$ cat config.mk
export PLATFORM = sky130hd
export DESIGN_NAME = startup_seq
export DESIGN_NICKNAME = d
export VERILOG_FILES = /design/src/rtl/startup_pkg.sv /design/src/rtl/pad_sync.sv /design/src/rtl/release_slot.sv /design/src/rtl/gsr_mux.sv /design/src/rtl/startup_seq.sv
export SDC_FILE = /design/constraint.sdc
export NUM_CORES = 1
export LEC_CHECK = 0
export ABC_CLOCK_PERIOD_IN_PS = 1500
export CAP_MARGIN = 20
export CORE_MARGIN = 2
export CORE_UTILIZATION = 25
export DETAILED_ROUTE_END_ITERATION = 8
export PLACE_DENSITY = 0.52
export SYNTH_ARGS = -nofsm -noshare
export SYNTH_HDL_FRONTEND = slang
export SYNTH_SLANG_ARGS = --single-unit
$ cat constraint.sdc
create_clock -name clk -period 1.5 [get_ports clk]
set_input_delay 0.45 -clock clk [delete_from_list [all_inputs] [get_ports clk]]
set_output_delay 0.45 -clock clk [all_outputs]
set_load 0.01 [all_outputs]
$ cat src/rtl/startup_pkg.sv
package startup_pkg;
    typedef enum logic [1:0] {
        ST_CONFIG  = 2'd0,
        ST_STARTUP = 2'd1,
        ST_USER    = 2'd2
    } su_state_e;

    typedef enum logic [1:0] {
        GSR_OFF    = 2'b00,
        GSR_PAD    = 2'b01,
        GSR_ROUTED = 2'b10,
        GSR_OFF_B  = 2'b11
    } gsr_src_e;
endpackage

$ cat src/rtl/pad_sync.sv
module pad_sync #(
    parameter int STAGES = 2
) (
    input  logic clk,
    input  logic rst_n,
    input  logic pad_in,
    output logic pad_s,
    output logic pad_rise
);
    // chain[STAGES-1] is the synchronized level, chain[STAGES] its previous value
    logic [STAGES:0] chain;

    always_ff @(posedge clk or negedge rst_n) begin
        if (!rst_n) chain <= '0;
        else        chain <= {chain[STAGES-1:0], pad_in};
    end

    assign pad_s    = chain[STAGES-1];
    assign pad_rise = chain[STAGES-1] & ~chain[STAGES];
endmodule

$ cat src/rtl/release_slot.sv
module release_slot #(
    parameter int CNT_W = 3
) (
    input  logic             clk,
    input  logic             rst_n,
    input  logic             clear,
    input  logic             run,
    input  logic [CNT_W-1:0] cnt,
    input  logic [CNT_W-1:0] idx,
    output logic             hit,
    output logic             released
);
    assign hit = run && (cnt == idx);

    always_ff @(posedge clk or negedge rst_n) begin
        if (!rst_n)     released <= 1'b0;
        else if (clear) released <= 1'b0;
        else if (hit)   released <= 1'b1;
    end
endmodule

$ cat src/rtl/gsr_mux.sv
module gsr_mux
    import startup_pkg::*;
(
    input  logic [1:0] sel,
    input  logic       released,
    input  logic       pad_s,
    input  logic       routed,
    output logic       gsr_n
);
    always_comb begin
        if (!released) begin
            gsr_n = 1'b0;
        end else begin
            unique case (gsr_src_e'(sel))
                GSR_PAD:    gsr_n = ~pad_s;
                GSR_ROUTED: gsr_n = ~routed;
                default:    gsr_n = 1'b1;
            endcase
        end
    end
endmodule

$ cat src/rtl/startup_seq.sv
module startup_seq
    import startup_pkg::*;
#(
    parameter int CNT_W = 3,
    parameter int SYNC_STAGES = 2
) (
    input  logic             clk,
    input  logic             rst_n,
    input  logic             cfg_done,
    input  logic             rst_pad,
    input  logic [1:0]       gsr_sel,
    input  logic             gsr_int,
    input  logic [CNT_W-1:0] idx_gsr,
    input  logic [CNT_W-1:0] idx_io,
    input  logic [CNT_W-1:0] idx_done,
    output logic             gsr_n,
    output logic             io_en,
    output logic             done_out,
    output logic             abort_pulse,
    output logic             pad_user
);
    localparam int NUM_EV = 3;
    localparam logic [CNT_W-1:0] CNT_MAX = {CNT_W{1'b1}};

    su_state_e        state_q, state_d;
    logic [CNT_W-1:0] cnt_q;
    logic             abort_q;
    logic             pad_s, pad_rise, abort_evt, clear, run, all_out;
    logic [CNT_W-1:0] idx   [NUM_EV];
    logic [NUM_EV-1:0] hit, rel;

    assign idx[0] = idx_gsr;
    assign idx[1] = idx_io;
    assign idx[2] = idx_done;

    pad_sync #(.STAGES(SYNC_STAGES)) u_sync (
        .clk(clk), .rst_n(rst_n), .pad_in(rst_pad),
        .pad_s(pad_s), .pad_rise(pad_rise)
    );

    assign run       = (state_q == ST_STARTUP);
    assign abort_evt = pad_rise && (state_q != ST_USER);
    assign clear     = (state_d == ST_CONFIG);
    assign all_out   = &(rel | hit);

    for (genvar g = 0; g < NUM_EV; g++) begin : g_slot
        release_slot #(.CNT_W(CNT_W)) u_slot (
            .clk(clk), .rst_n(rst_n), .clear(clear), .run(run),
            .cnt(cnt_q), .idx(idx[g]), .hit(hit[g]), .released(rel[g])
        );
    end

    always_comb begin
        state_d = state_q;
        unique case (state_q)
            ST_CONFIG:  if (!abort_evt && cfg_done && !pad_s) state_d = ST_STARTUP;
            ST_STARTUP: if (abort_evt || !cfg_done)           state_d = ST_CONFIG;
                        else if (all_out)                     state_d = ST_USER;
            ST_USER:    if (!cfg_done)                        state_d = ST_CONFIG;
            default:                                          state_d = ST_CONFIG;
        endcase
    end

    // state register
    always_ff @(posedge clk or negedge rst_n) begin
        if (!rst_n) state_q <= ST_CONFIG;
        else        state_q <= state_d;
    end

    // counter and abort status
    always_ff @(posedge clk or negedge rst_n) begin
        if (!rst_n) begin
            cnt_q   <= '0;
            abort_q <= 1'b0;
        end else begin
            abort_q <= abort_evt;
            if (state_d == ST_CONFIG)
                cnt_q <= '0;
            else if (run && state_d == ST_STARTUP && cnt_q != CNT_MAX)
                cnt_q <= cnt_q + 1'b1;
        end
    end

    gsr_mux u_gsr (
        .sel(gsr_sel), .released(rel[0]), .pad_s(pad_s),
        .routed(gsr_int), .gsr_n(gsr_n)
    );

    assign io_en       = rel[1];
    assign done_out    = rel[2];
    assign abort_pulse = abort_q;
    assign pad_user    = (gsr_src_e'(gsr_sel) == GSR_PAD) ? 1'b0 : pad_s;
endmodule

==> results.md <==
- The run finished, with violations left.
- The checks that failed: design-rule violations, negative setup slack.
- For this run, the register share of the synthesized area comes to 40.1%.
- The relative max-transition margin is 75.3%.
- Counting along the longest clock path gives a buffer depth of 2.
- Entering global routing, the biggest net connects 13 pins.
- Across all setup checks in the final design, the least slack found is -0.174 ns.
- The initial utilization of the core area, before any placement, comes to 26.7%.
- The wire length reported by the detailed router is 1890 µm.
- The post-layout minimum cycle time is 1.67 ns.
- The number of global-route vias before repair is 642.
- The number of buffers inserted by hold repair at cts is 0.
- The total global-route track usage is 11.9%.
- After the first detailed-routing iteration, the DRC count stood at 7.
- The congestion estimate from routability-driven global placement came to 0.843.
- For the worst setup path, the data arrival time is 1.83 ns.
- The core region is 2810 µm².
- The H-tree depth reported by CTS is 1.
- The leakage power is 0.556 nW.
- Counting distinct cell types in the post-synthesis netlist gives 28.
- The largest individual stage delay along the critical path comes from the cell sky130_fd_sc_hd__dfrtp_2.
- For hold timing, the worst endpoint is u_sync.chain[1]$_DFF_PN0_.
- The global route total overflow is 0.
- The global routing met3 resource utilization is 3.30%.
- The number of placement rows is 19.
- The critical register-to-register path startpoint is cnt_q[0]$_DFFE_PN0P_.
- The met2 routing resource usage after global routing is 18.1%.
- The final antenna-violating net count is 0.
- Setup slack on the worst reg-to-reg path comes out at -0.17 ns.
- The worst register-to-register path ends at state_q[0]$_DFF_PN0_.
- For this run, global-route usage on met1 was measured as 15.2%.
- The die outline height is 58.7 µm.
- For this run, the number of Yosys warnings is 0.
- The clock edge transition at the registers on the reported setup and hold paths is 0.08 ns.
- In the final routed layout, each cell accounts on average for 13.6 µm.
- Dividing the detail-routed via count by the number of cells gives 4.76.
- Buffers placed on the I/O ports in this run total 20.
- The count of nets after finishing is 129.
- Synthesis produced 70 cells.
- The final hold violation count is 0.
- The worst setup path is launched from a flip-flop.
- By startpoint and endpoint, the worst setup path is classified as flip-flop to flip-flop.
- The actual transition at the worst max-transition pin is 0.365 ns.
- In the final layout, the share of cells above drive strength 1 is 50.9%.
- The critical path goes through xnor2_2, a41oi_4, buf_4, o311a_1, o21a_1.
- The post-synthesis net count is 90.
- The netlist area before placement is 748 µm².
- The worst slack at placement is -0.904 ns.
- The portion of the clock cycle consumed by the worst path in the final layout is 112%.
- The final setup TNS is -0.768 ns.
- Along the worst hold path, the cell count comes to 0.
- The die width is 58.7 µm.
- The layout has 267 filler cells.
- The number of antenna violations at the first check in global routing is 0.
- The first global-routing pass estimated 2990 µm of wire.
- The mean area per synthesized cell is 10.7 µm².
- After synthesis the netlist holds a flip-flop and latch count of 12.
- The logic depth of the worst register-to-register path is 5.
- The number of antenna diodes in the final layout is 0.
- The origin of the worst min-delay path is u_sync.chain[0]$_DFF_PN0_.
- The delay contributed by the slowest stage of the critical path is 0.49 ns.
- At the later pin of the worst-skew pair, clock insertion delay measures 0.27 ns.
- The TritonCTS clock tree is done.
- The power density over the cells is 622 nW/µm².
- The sum of net half-perimeters after detailed placement is 1460 µm.
- The iteration count of the initial detailed-routing pass is 6.
- The die covers 3450 µm².
- Between clock sinks in the finished design, the worst skew comes to 0.0104 ns.
- The clock sink count is 12.
- Setup violations remaining at the end of the flow were counted as 7.
- The total CTS buffers is 3.
- The top achievable clock speed is 597 MHz.
- The max-slew violation count is 0.
- The tree is rooted in a sky130_fd_sc_hd__clkbuf_4.
- From synthesis to final layout, the design area changed by 72.1%.
- Setup repair after global routing could not meet its margin everywhere.
- The number of remaining DRC errors is 3.
- The largest vdd supply drop is 506 µV.
- The standard cell area after detailed placement is 1130 µm².
- Summing internal, switching and leakage power gives 0.000801 W.
- The global routing stage identified its most utilized layer as met2.
- The total number of vias is 662.
- Of all nets on the critical path, the largest fanout is 5.
- The final instance area is 1290 µm².
- Max-cap violations in this run came to 0.
- During I/O placement, the number of pins put on the boundary was 21.
- The classification of the worst-slack hold path is flip-flop to flip-flop.
- The critical path capture point type is a flip-flop.
- The data required time at the worst endpoint is 1.66 ns.
- The worst hold margin is 0.349 ns.
[cells by family after synthesis]
| logic type | count (synthesis) | share of synthesized area (%) |
|---|---|---|
| simple gates | 21 | 16.4 |
| compound gates | 16 | 20.7 |
| flops | 12 | 40.1 |
| xor+xnor | 9 | 10.5 |
| buf+inv | 8 | 5.52 |
| fa+ha+maj | 4 | 6.69 |
[power breakdown]
part           internal, W  switching (W)  total, W
logic             0.000112      0.0000885  0.000201
clock network     0.000148       0.000107  0.000255
registers         0.000334      0.0000109  0.000345
total             0.000594       0.000207  0.000801
[layout make-up]
cell class                      count  area [µm²]  share of cell area [%]
Clock buffer                        4        36.3                    2.82
Inverter                            6        27.5                    2.14
Multi-Input combinational cell     50         577                    44.8
Sequential cell                    12         304                    23.6
Tap cell                           31        38.8                    3.01
Timing Repair Buffer               36         304                    23.6
[placed cells by master, fill, tap and decap left out, types with 2 or more instances in the layout]
cell and count:
sky130_fd_sc_hd__a32o_1 2, sky130_fd_sc_hd__a41oi_4 3, sky130_fd_sc_hd__buf_2 2, sky130_fd_sc_hd__buf_4 15, sky130_fd_sc_hd__buf_6 2, sky130_fd_sc_hd__clkbuf_4 3, sky130_fd_sc_hd__clkdlybuf4s50_1 3, sky130_fd_sc_hd__dfrtp_1 9
sky130_fd_sc_hd__dfrtp_2 3, sky130_fd_sc_hd__dlygate4sd2_1 13, sky130_fd_sc_hd__ha_4 3, sky130_fd_sc_hd__inv_1 2, sky130_fd_sc_hd__inv_2 2, sky130_fd_sc_hd__inv_4 2, sky130_fd_sc_hd__nand2b_1 3, sky130_fd_sc_hd__nand3_1 2
sky130_fd_sc_hd__nor2_1 8, sky130_fd_sc_hd__o21a_1 3, sky130_fd_sc_hd__o41ai_1 2, sky130_fd_sc_hd__xnor2_2 9
[per-stage QoR]
stage / utilization, % / std cells
after floorplan: - / 70
after detailed placement: 40.3 / 130
after global placement: 40.3 / 130
after global routing: 45.9 / 139
after CTS: 43.9 / 137
final: 45.9 / 139
[worst max-delay path by stage]
| stage | startpoint | end | slack, ns | cells past startpoint |
|---|---|---|---|---|
| 3_3_place_gp | gsr_sel[0] | gsr_n | -0.86 | 6 |
| 4_1_cts | cnt_q[0]$_DFFE_PN0P_ | cnt_q[1]$_DFFE_PN0P_ | -0.21 | 4 |
| 2_1_floorplan | state_q[1]$_DFF_PN0_ | cnt_q[1]$_DFFE_PN0P_ | -0.09 | 4 |
| 6_report | cnt_q[0]$_DFFE_PN0P_ | state_q[0]$_DFF_PN0_ | -0.17 | 5 |
| 3_5_place_dp | gsr_sel[0] | gsr_n | -0.90 | 6 |
| 5_1_grt | cnt_q[0]$_DFFE_PN0P_ | cnt_q[2]$_DFFE_PN0P_ | -0.23 | 4 |
[worst max-delay path, delay by kind of cell, from the launching register on]
kind	cells	cell delay, ns
compound gates	3	0.67
xor+xnor	1	0.23
buf+inv	1	0.17
flops	1	0.49
[metal layers]
layer  vias to the layer above  wire (µm)
met5                         -          0
met4                         0         37
met3                         4        117
met2                        21        872
met1                       306        862
li1                        331          -
[registers in the layout, indices dropped and copies added, names as in the netlist]
signal and cells:
abort_pulse 1, cnt_q 3, g_slot.u_slot.released 3, state_q 2
u_sync.chain 3
[Yosys cell counts (all sizes together)]
cell / n / share of area (%)
nor3b: 1 / 1.0
o21a: 3 / 3.0
o41ai: 2 / 2.3
a21boi: 1 / 1.0
o311a: 1 / 1.3
nand3: 2 / 1.3
a311oi: 1 / 2.0
and2b: 2 / 2.3
or2: 1 / 0.84
dfrtp: 12 / 40
ha: 4 / 6.7
inv: 6 / 3.0
nor2: 8 / 4.0
nor4: 1 / 0.84
xnor2: 9 / 11
o22ai: 1 / 0.84
nor2b: 1 / 0.84
buf: 2 / 2.5
a32o: 2 / 2.7
nand2b: 3 / 2.5
nand4b: 1 / 1.2
a41oi: 3 / 5.5
a221o: 1 / 1.3
or3: 1 / 1.5
o21ai: 1 / 0.67
[timing repair]
item                                   4_1_cts  5_1_grt
setup endpoints to repair                   10       10
buffers inserted                             3        2
endpoints found under the hold margin        0        0
resized for setup                           48        9
pin swaps                                   18       14
Power figures use the tool's default switching activity.
